### config.mk
export PLATFORM = sky130hd
export DESIGN_NAME = prescaled_cmp_timer
export DESIGN_NICKNAME = d
export VERILOG_FILES = /design/src/rtl/timer_pkg.sv /design/src/rtl/pct_ctrl.sv /design/src/rtl/pct_datapath.sv /design/src/rtl/prescaled_cmp_timer.sv
export SDC_FILE = /design/constraint.sdc
export NUM_CORES = 1
export LEC_CHECK = 0
export BUFFER_PORTS_ARGS = -buffer_cell sky130_fd_sc_hd__buf_2
export CAP_MARGIN = 0
export CORE_UTILIZATION = 55
export CTS_CLUSTER_DIAMETER = 120
export CTS_CLUSTER_SIZE = 30
export DETAILED_ROUTE_END_ITERATION = 16
export GPL_TIMING_DRIVEN = 0
export MAX_ROUTING_LAYER = met4
export PLACE_DENSITY_LB_ADDON = 0.15
export SLEW_MARGIN = 20
export SYNTH_ARGS = -nofsm -noshare
export SYNTH_HDL_FRONTEND = slang
export SYNTH_SLANG_ARGS = --single-unit
### constraint.sdc
create_clock -name clk -period 4.13 [get_ports clk]
set_clock_uncertainty 0.1 [all_clocks]
set_input_delay 0.826 -clock clk [delete_from_list [all_inputs] [get_ports clk]]
set_output_delay 0.826 -clock clk [all_outputs]
set_load 0.01 [all_outputs]
### src/rtl/timer_pkg.sv
package timer_pkg;
  localparam int NUM_CMP = 2;
  localparam int SCALE_W = 4;
  localparam int TERM_IDX = 1;   // compare B is the terminal compare

  localparam logic [1:0] ADDR_CMPA  = 2'd0;
  localparam logic [1:0] ADDR_CMPB  = 2'd1;
  localparam logic [1:0] ADDR_CNT   = 2'd2;
  localparam logic [1:0] ADDR_SETUP = 2'd3;

  // strobes from control to datapath
  typedef struct packed {
    logic               cntLoad;
    logic [NUM_CMP-1:0] cmpLoad;
    logic               runEn;
  } tmrStrobes_t;

  // decoded fields of a setup write (index 0 = compare A, 1 = compare B)
  typedef struct packed {
    logic [SCALE_W-1:0]      scale;
    logic                    en;
    logic [NUM_CMP-1:0]      clr;
    logic [NUM_CMP-1:0][1:0] mode;
  } setupFields_t;
endpackage

### src/rtl/pct_ctrl.sv
module pct_ctrl
  import timer_pkg::*;
#(
  parameter int DATA_W    = 16,
  parameter int MAX_SCALE = 8
) (
  input  logic               clk,
  input  logic               rstN,
  input  logic               regWe,
  input  logic [1:0]         regAddr,
  input  setupFields_t       wrFields,
  input  logic [NUM_CMP-1:0] hits,
  output tmrStrobes_t        strb,
  output logic [SCALE_W-1:0] scaleEff,
  output logic [DATA_W-1:0]  setupWord,
  output logic               irqOut,
  output logic               nmiOut
);
  logic setupWr, stopWr, enQ, lockQ;
  logic [SCALE_W-1:0] scaleQ;
  logic [NUM_CMP-1:0][1:0] modeQ;
  logic [NUM_CMP-1:0] flagQ, irqTerm, nmiTerm;

  assign setupWr = regWe && (regAddr == ADDR_SETUP);
  assign stopWr  = setupWr && !wrFields.en;

  always_comb begin
    strb.runEn      = enQ && !stopWr;
    strb.cntLoad    = regWe && (regAddr == ADDR_CNT);
    strb.cmpLoad[0] = regWe && (regAddr == ADDR_CMPA);
    strb.cmpLoad[1] = regWe && (regAddr == ADDR_CMPB);
  end

  assign scaleEff = (scaleQ > SCALE_W'(MAX_SCALE)) ? SCALE_W'(MAX_SCALE) : scaleQ;

  // setup word: run bit always writable, other fields only until claimed
  always_ff @(posedge clk or negedge rstN) begin
    if (!rstN) begin
      enQ    <= 1'b0;
      lockQ  <= 1'b0;
      scaleQ <= '0;
      modeQ  <= '0;
    end else if (setupWr) begin
      enQ <= wrFields.en;
      if (!lockQ) begin
        scaleQ <= wrFields.scale;
        modeQ  <= wrFields.mode;
        lockQ  <= 1'b1;
      end
    end
  end

  // event flags: stop clears, hit sets, write-one clears
  always_ff @(posedge clk or negedge rstN) begin
    if (!rstN) begin
      flagQ <= '0;
    end else begin
      for (int i = 0; i < NUM_CMP; i++) begin
        if (stopWr)
          flagQ[i] <= 1'b0;
        else if (hits[i] && (modeQ[i] != 2'b00))
          flagQ[i] <= 1'b1;
        else if (setupWr && wrFields.clr[i])
          flagQ[i] <= 1'b0;
      end
    end
  end

  for (genvar g = 0; g < NUM_CMP; g++) begin : gEvt
    assign irqTerm[g] = flagQ[g] & modeQ[g][0];
    assign nmiTerm[g] = flagQ[g] & modeQ[g][1];

    // a flag persists unless stopped or cleared by a write of one
    a_r7_flag_sticky: assert property (@(posedge clk) disable iff (!rstN)
      (flagQ[g] && !stopWr && !(setupWr && wrFields.clr[g])) |=> flagQ[g]);
    // a compare whose mode is off never holds a flag
    a_r8_mode_off: assert property (@(posedge clk) disable iff (!rstN)
      (modeQ[g] == 2'b00) |-> !flagQ[g]);
  end

  assign irqOut = |irqTerm;
  assign nmiOut = |nmiTerm;

  always_comb begin
    setupWord        = '0;
    setupWord[3:0]   = scaleQ;
    setupWord[4]     = enQ;
    setupWord[5]     = flagQ[0];
    setupWord[6]     = flagQ[1];
    setupWord[9:8]   = modeQ[1];
    setupWord[11:10] = modeQ[0];
    setupWord[15]    = lockQ;
  end

  // once claimed, scale and modes are frozen and the claim stays
  a_r9_locked_fields: assert property (@(posedge clk) disable iff (!rstN)
    lockQ |=> ($stable(scaleQ) && $stable(modeQ) && lockQ));
  // a stopping write leaves no pending flag
  a_r3_stop_clears: assert property (@(posedge clk) disable iff (!rstN)
    stopWr |=> (flagQ == '0));
endmodule

### src/rtl/pct_datapath.sv
module pct_datapath
  import timer_pkg::*;
#(
  parameter int DATA_W    = 16,
  parameter int MAX_SCALE = 8,
  localparam int PRE_W    = (MAX_SCALE > 0) ? MAX_SCALE : 1
) (
  input  logic               clk,
  input  logic               rstN,
  input  logic               refTick,
  input  tmrStrobes_t        strb,
  input  logic [1:0]         regAddr,
  input  logic [DATA_W-1:0]  regWdata,
  input  logic [SCALE_W-1:0] scaleEff,
  input  logic [DATA_W-1:0]  setupWord,
  output logic [NUM_CMP-1:0] hits,
  output logic [DATA_W-1:0]  regRdata
);
  logic [PRE_W-1:0] preQ, preMask;
  logic [PRE_W:0] preSpan;
  logic preFull, atTerm, step;
  logic [DATA_W-1:0] cntQ, cntNext;
  logic [NUM_CMP-1:0][DATA_W-1:0] cmpQ;

  assign preSpan = (PRE_W+1)'(1) << scaleEff;
  assign preMask = PRE_W'(preSpan - (PRE_W+1)'(1));
  assign preFull = (preQ & preMask) == preMask;
  assign atTerm  = (cntQ == cmpQ[TERM_IDX]);
  assign step    = strb.runEn && refTick && preFull && !atTerm && !strb.cntLoad;
  assign cntNext = cntQ + DATA_W'(1);

  // prescaler phase: restarts whenever stopped or loaded
  always_ff @(posedge clk or negedge rstN) begin
    if (!rstN)
      preQ <= '0;
    else if (!strb.runEn || strb.cntLoad)
      preQ <= '0;
    else if (refTick)
      preQ <= preQ + PRE_W'(1);
  end

  always_ff @(posedge clk or negedge rstN) begin
    if (!rstN)
      cntQ <= '0;
    else if (strb.cntLoad)
      cntQ <= regWdata;
    else if (step)
      cntQ <= cntNext;
  end

  for (genvar g = 0; g < NUM_CMP; g++) begin : gCmp
    always_ff @(posedge clk or negedge rstN) begin
      if (!rstN)
        cmpQ[g] <= '0;
      else if (strb.cmpLoad[g])
        cmpQ[g] <= regWdata;
    end
    assign hits[g] = step && (cntNext == cmpQ[g]);
  end

  always_comb begin
    case (regAddr)
      ADDR_CMPA: regRdata = cmpQ[0];
      ADDR_CMPB: regRdata = cmpQ[1];
      ADDR_CNT:  regRdata = cntQ;
      default:   regRdata = setupWord;
    endcase
  end

  // no movement while stopped and not loaded
  a_r3_stopped: assert property (@(posedge clk) disable iff (!rstN)
    (!strb.runEn && !strb.cntLoad) |=> $stable(cntQ));
  // the counter parks on the terminal compare
  a_r5_term_hold: assert property (@(posedge clk) disable iff (!rstN)
    (atTerm && !strb.cntLoad && !strb.cmpLoad[TERM_IDX]) |=> $stable(cntQ));
  // a load lands the written value
  a_r4_load: assert property (@(posedge clk) disable iff (!rstN)
    strb.cntLoad |=> (cntQ == $past(regWdata)));
  // any unloaded change is a single modular increment
  a_r2_single_step: assert property (@(posedge clk) disable iff (!rstN)
    (!strb.cntLoad) |=> ($stable(cntQ) || (cntQ == DATA_W'($past(cntQ) + DATA_W'(1)))));
endmodule

### src/rtl/prescaled_cmp_timer.sv
module prescaled_cmp_timer
  import timer_pkg::*;
#(
  parameter int CNT_W     = 16,
  parameter int MAX_SCALE = 8
) (
  input  logic             clk,
  input  logic             rstN,
  input  logic             refTick,
  input  logic             regWe,
  input  logic [1:0]       regAddr,
  input  logic [CNT_W-1:0] regWdata,
  output logic [CNT_W-1:0] regRdata,
  output logic             irqOut,
  output logic             nmiOut
);
  tmrStrobes_t        strb;
  setupFields_t       wrFields;
  logic [NUM_CMP-1:0] hits;
  logic [SCALE_W-1:0] scaleEff;
  logic [CNT_W-1:0]   setupWord;

  always_comb begin
    wrFields.scale   = regWdata[3:0];
    wrFields.en      = regWdata[4];
    wrFields.clr     = regWdata[6:5];
    wrFields.mode[0] = regWdata[11:10];
    wrFields.mode[1] = regWdata[9:8];
  end

  pct_ctrl #(.DATA_W(CNT_W), .MAX_SCALE(MAX_SCALE)) uCtrl (
    .clk(clk), .rstN(rstN), .regWe(regWe), .regAddr(regAddr),
    .wrFields(wrFields), .hits(hits), .strb(strb), .scaleEff(scaleEff),
    .setupWord(setupWord), .irqOut(irqOut), .nmiOut(nmiOut)
  );

  pct_datapath #(.DATA_W(CNT_W), .MAX_SCALE(MAX_SCALE)) uPath (
    .clk(clk), .rstN(rstN), .refTick(refTick), .strb(strb),
    .regAddr(regAddr), .regWdata(regWdata), .scaleEff(scaleEff),
    .setupWord(setupWord), .hits(hits), .regRdata(regRdata)
  );
endmodule

Yosys cells after proc, flatten, opt, wreduce, memory -nomap -nowiden
Cells that the tools add are included.

operators by class
  add/sub/neg operators = 3
  multipliers = 0
  divide/modulo/power cells = 0
  $lt $le $gt $ge = 1
  equality and inequality tests = 7
  shift-type cells = 1
  multiplexer cells = 12
  bitwise operators = 6
  reductions and logical operators = 32

operator list
  operator                                                            number
  16-bit == test                                                      3
  16-bit one-hot mux with 3 select lines                              1
  16-bit 2-to-1 mux                                                   2
  16-bit by 1-bit adder with 16-bit output, second input constant     1
  1-bit logical AND                                                   16
  8-bit 2-to-1 mux                                                    2
  8-bit by 1-bit adder with 8-bit output, second input constant       1
  8-bit AND                                                           1
  8-bit == test                                                       1
  2-bit nonzero test                                                  4
  1-bit by 4-bit << shifter with 8-bit output, first input constant   1
  8-bit by 1-bit subtractor with 8-bit output, second input constant  1
  1-bit 2-to-1 mux                                                    6
  3-bit nonzero test                                                  2
  1-bit zero test                                                     5
  1-bit AND                                                           4
  2-bit == test, second input constant                                2
  4-bit > comparator, second input constant                           1
  4-bit 2-to-1 mux                                                    1
  2-bit OR reduction                                                  2
  2-bit by 1-bit == test with 1-bit output, second input constant     1
  2-bit zero test                                                     1
  2-bit AND reduction                                                 1
  1-bit logical OR                                                    1
  1-bit NOT                                                           1

storage, ports and cells
  register bits = 68
  bits in latches = 0
  bits in writable memories = 0
  ROM bits = 0
  output and inout bits = 18
  logic and storage cells = 73
  memories kept = 0

Logic depth before layout (Yosys ltp)
  depth in word-level cells = 13
  depth in mapped cells = 12
  mapped depth without buffers = 10

By module
A second synthesis with hierarchy kept.

unflattened totals
  cell total of the unflattened synthesis = 431
  area total of the unflattened synthesis = 4543.1 um^2

modules (own cells, without submodules)
  module        instances  cells each  area an instance (um^2)
  pct_datapath  1          380         3902.5
  pct_ctrl      1          51          640.6

Least setup slack after synthesis
Ideal clock, no wire load.

  kind = input -> output
  start = in regAddr[0]
  end = out regRdata[10]
  arrival = 2.370 ns
  required time = 3.204 ns
  path slack = 0.834 ns
  stages on the path = 3
  path buffers = 2
  path through = buf_1 clkbuf_1 mux4_2

between the ends
  cells in the longest elaborated chain, start to end = 2

RTL lines
  what                                        RTL line                   source
  start: declaration                          prescaled_cmp_timer.sv:11  input logic [1:0] regAddr,
  2-bit == test (tied with other cells)       pct_datapath.sv:62         case (regAddr)
  16-bit one-hot mux with 3 select lines (*)  pct_datapath.sv:62
  end: declaration                            prescaled_cmp_timer.sv:13  output logic [CNT_W-1:0] regRdata,

Every way passes the cells marked *; elsewhere a longest branch is shown, timed or not.

Final worst setup path
  start = in regAddr[0]
  end = out regRdata[3]

The elaborated chain is that of the path after synthesis.

==> impl_metrics.toml <==
[routing]
ant_nets = 0
via_count = 3586
wl_um = 11800
route.detailed.drc = 0
wl_per_cell_um = 19.9
vias_per_cell = 6.03
drtIter0Drc = 239
firstDrtPassIters = 5

[placed_design]
io_buffers = 38
dp_hpwl_um = 8610
globalplace.congestion = 0.940
dp.cells = 579
place_area_sq_um = 4860

[synthesis]
synth_compound_area_frac = 0.0891
synth_warnings = 0
synth_edf_count = 0
synthFlopType = "dfrtp_1"
yosysUniqueCellTypes = 57
synth.area.top_cells = "dfrtp_1 (38%), mux2_2 (10%), xnor2_1 (7.2%), xor2_1 (7.0%), mux4_2 (6.0%)"
ys_async_sr_fraction = 1.00
synthesis.nets = 463
synth_mux_area_frac = 0.173
netlist_area_sq_um = 4510
ys_ff_latch = 68
synthSimpleGateAreaFrac = 0.169
yosys.area.top_type_share = 0.378
synth_top_cell_by_area = "dfrtp_1"
synth_top_family_by_area = "multiplexers"
synth_area_per_cell_sq_um = 10.3
syn_inst = 438
seq_area_frac_synth = 0.378
yosys.area_share.xor_xnor = 0.142
synth_fa_ha_area_frac = 0.00833

[setup_path]
critPathLaunchType = "input port"
cp_slowest_cell = "buf_1"
arrival_ps = 2810
end_kind = "output port"
worstPathCellList = "buf_2, buf_1, clkbuf_2, mux4_2, buf_2"
cp_common_cell = "buf_2"
crit_path_max_incr_delay_ps = 630
crit_type = "input port to output port"
worstPathRequired_ps = 3200
cp_max_fo = 10

[final_layout]
drive_gt1_frac = 0.270
nets = 513
layout_commonest_cell = "dfrtp_1"
antenna_cells = 0
stdcell_count = 595
layout_common_cells = "dfrtp_1 (68), buf_2 (48), mux2_2 (40), nor2_1 (39), xnor2_1 (37)"
design_area_sq_um = 5040
fillers = 688
syn_to_final_growth_pct = 11.9

[timing]
final.setup.tns_ps = 0
tightest_slew_ps = 823
holdWs_ps = 246
min_period_ps = 3740
slew_violations = 0
max_freq_mhz = 268
finalSetupViolations = 0
rsz0062_at_grt = "no"
hold_viol_final = 0
slew_headroom = 0.451
fin_crit_sh = 0.905

[clock_tree]
insertion_delay_ps = 370
htree_levels = 3
cts-root-buf = "clkbuf_8"
clock_sinks = 68
clock_tree.buffer_depth = 2
numCtsBuffers = 9
ctsHoldBuffers = 0
cts_tree = "built"
path_clk_slew_ps = 80

[power_and_ir_drop]
irDropWorstVdd_uv = 265
p_leak_nw = 2.02
powerDensity_nw_per_um2 = 453
totalPowerFinal_w = 0.00228

[min_path]
hold_path_class = "input port to async pin"

[die]
rows = 32
ioPinCount = 40
die-area_sq_um = 8560
die_h_um = 92.5
die-width_um = 92.5
start_util = 0.577
core-area_sq_um = 7810

[global_routing]
grt_overflow = 0
grt_antenna_before_repair = 0
grt_pass1_vias = 3649
grt_max_degree = 47
grt_pass1_wl_um = 19400
grt_usage = 0.313

[flow_run]
drv_cap = 0

[run_status]
status = "complete, no violations"
-- flip-flops by register name, summed over array words and instances, names as in the netlist --
| register | flops |
|---|---|
| uCtrl.enQ | 1 |
| uCtrl.flagQ | 2 |
| uPath.preQ | 8 |
| uCtrl.lockQ | 1 |
| uCtrl.scaleQ | 4 |
| uPath.cmpQ | 32 |
| uPath.cntQ | 16 |
| uCtrl.setupWord | 4 |
-- metrics by stage --
stage / setup WS, ps / utilization
6_report: 394 / 0.646
5_1_grt: 236 / 0.646
4_1_cts: 39.6 / 0.646
3_5_place_dp: 48.2 / 0.622
3_3_place_gp: 108 / 0.618
2_1_floorplan: 834 / -
-- per-layer routing --
layer  wire [um]  vias up  track usage
li1            -     1674            -
met5           0        -            -
met2        5280      108        0.461
met4         263        0        0.115
met1        5670     1779        0.433
met3         615       25       0.0575
-- Yosys cell counts (2+ instances only) --
cell type / count
nor3_2: 3
buf_2: 11
and3_1: 3
mux2i_1: 6
buf_4: 3
clkbuf_1: 15
o221ai_1: 2
dfrtp_1: 68
nand2b_1: 3
a22o_1: 2
o32a_1: 2
nor4_1: 3
o2111ai_1: 2
inv_1: 12
nand3_1: 21
mux2_2: 40
xnor2_1: 37
a31oi_1: 3
and4_1: 3
a2111oi_0: 3
ha_1: 3
nor2b_1: 4
mux4_2: 12
or3_1: 3
nor3_1: 4
nor2_1: 39
nand2_1: 15
nand3b_1: 5
or4_1: 2
a21oi_1: 21
nand4_1: 10
o211ai_1: 3
o21ai_1: 2
o21ai_0: 13
nor3b_1: 2
nor4_4: 2
xor2_1: 36
-- critical path: cells and delay by family --
| family | cells | cell delay, ps |
|---|---|---|
| buffers and inverters | 4 | 1410 |
| multiplexers | 1 | 570 |
-- kinds of logic after synthesis --
logic type | count (synthesis)
adder cells (fa/ha/maj) | 3
AO/OA/AOI/OAI | 62
buffers and inverters | 42
multiplexers | 58
flip-flops | 68
AND/OR/NAND/NOR | 132
XOR/XNOR | 73
-- where the power goes --
group          internal [W]  switching [W]  total, W  leakage [nW]
logic              0.000382       0.000463  0.000846          1.11
registers          0.000774       0.000120  0.000894         0.816
clock network      0.000276       0.000268  0.000545        0.0931
-- area by class of cell --
class,instances,area (sq um),area share
multi-input combinational,328,2630,0.521
tap,102,128,0.0253
inverter,12,45.0,0.00893
clock inverter,5,52.6,0.0104
clock buffer,11,131,0.0260
timing repair buffer,39,220,0.0437
sequential,68,1700,0.337
buffer,30,139,0.0275
-- path summary, 6_finish.rpt --
path | from | to | slack, ps | cells after the start
max | regAddr[0] | regRdata[3] | 390 | 5
min | rstN | uPath.cntQ[2] | 250 | 1
max reg2reg | uCtrl.scaleQ[2] | uPath.cntQ[11] | 580 | 11
min reg2reg | uCtrl.lockQ | uCtrl.lockQ | 420 | 1
max in group asynchronous | rstN | uPath.cmpQ[25] | 3140 | 2
min in group clk | uCtrl.lockQ | uCtrl.lockQ | 420 | 1
-- what timing repair did --
action                                  4_1_cts  5_1_grt
buffers inserted                              0        0
resized for setup                             0        3
endpoints found under the setup margin        0        9
(Power assumes the default switching activity.)
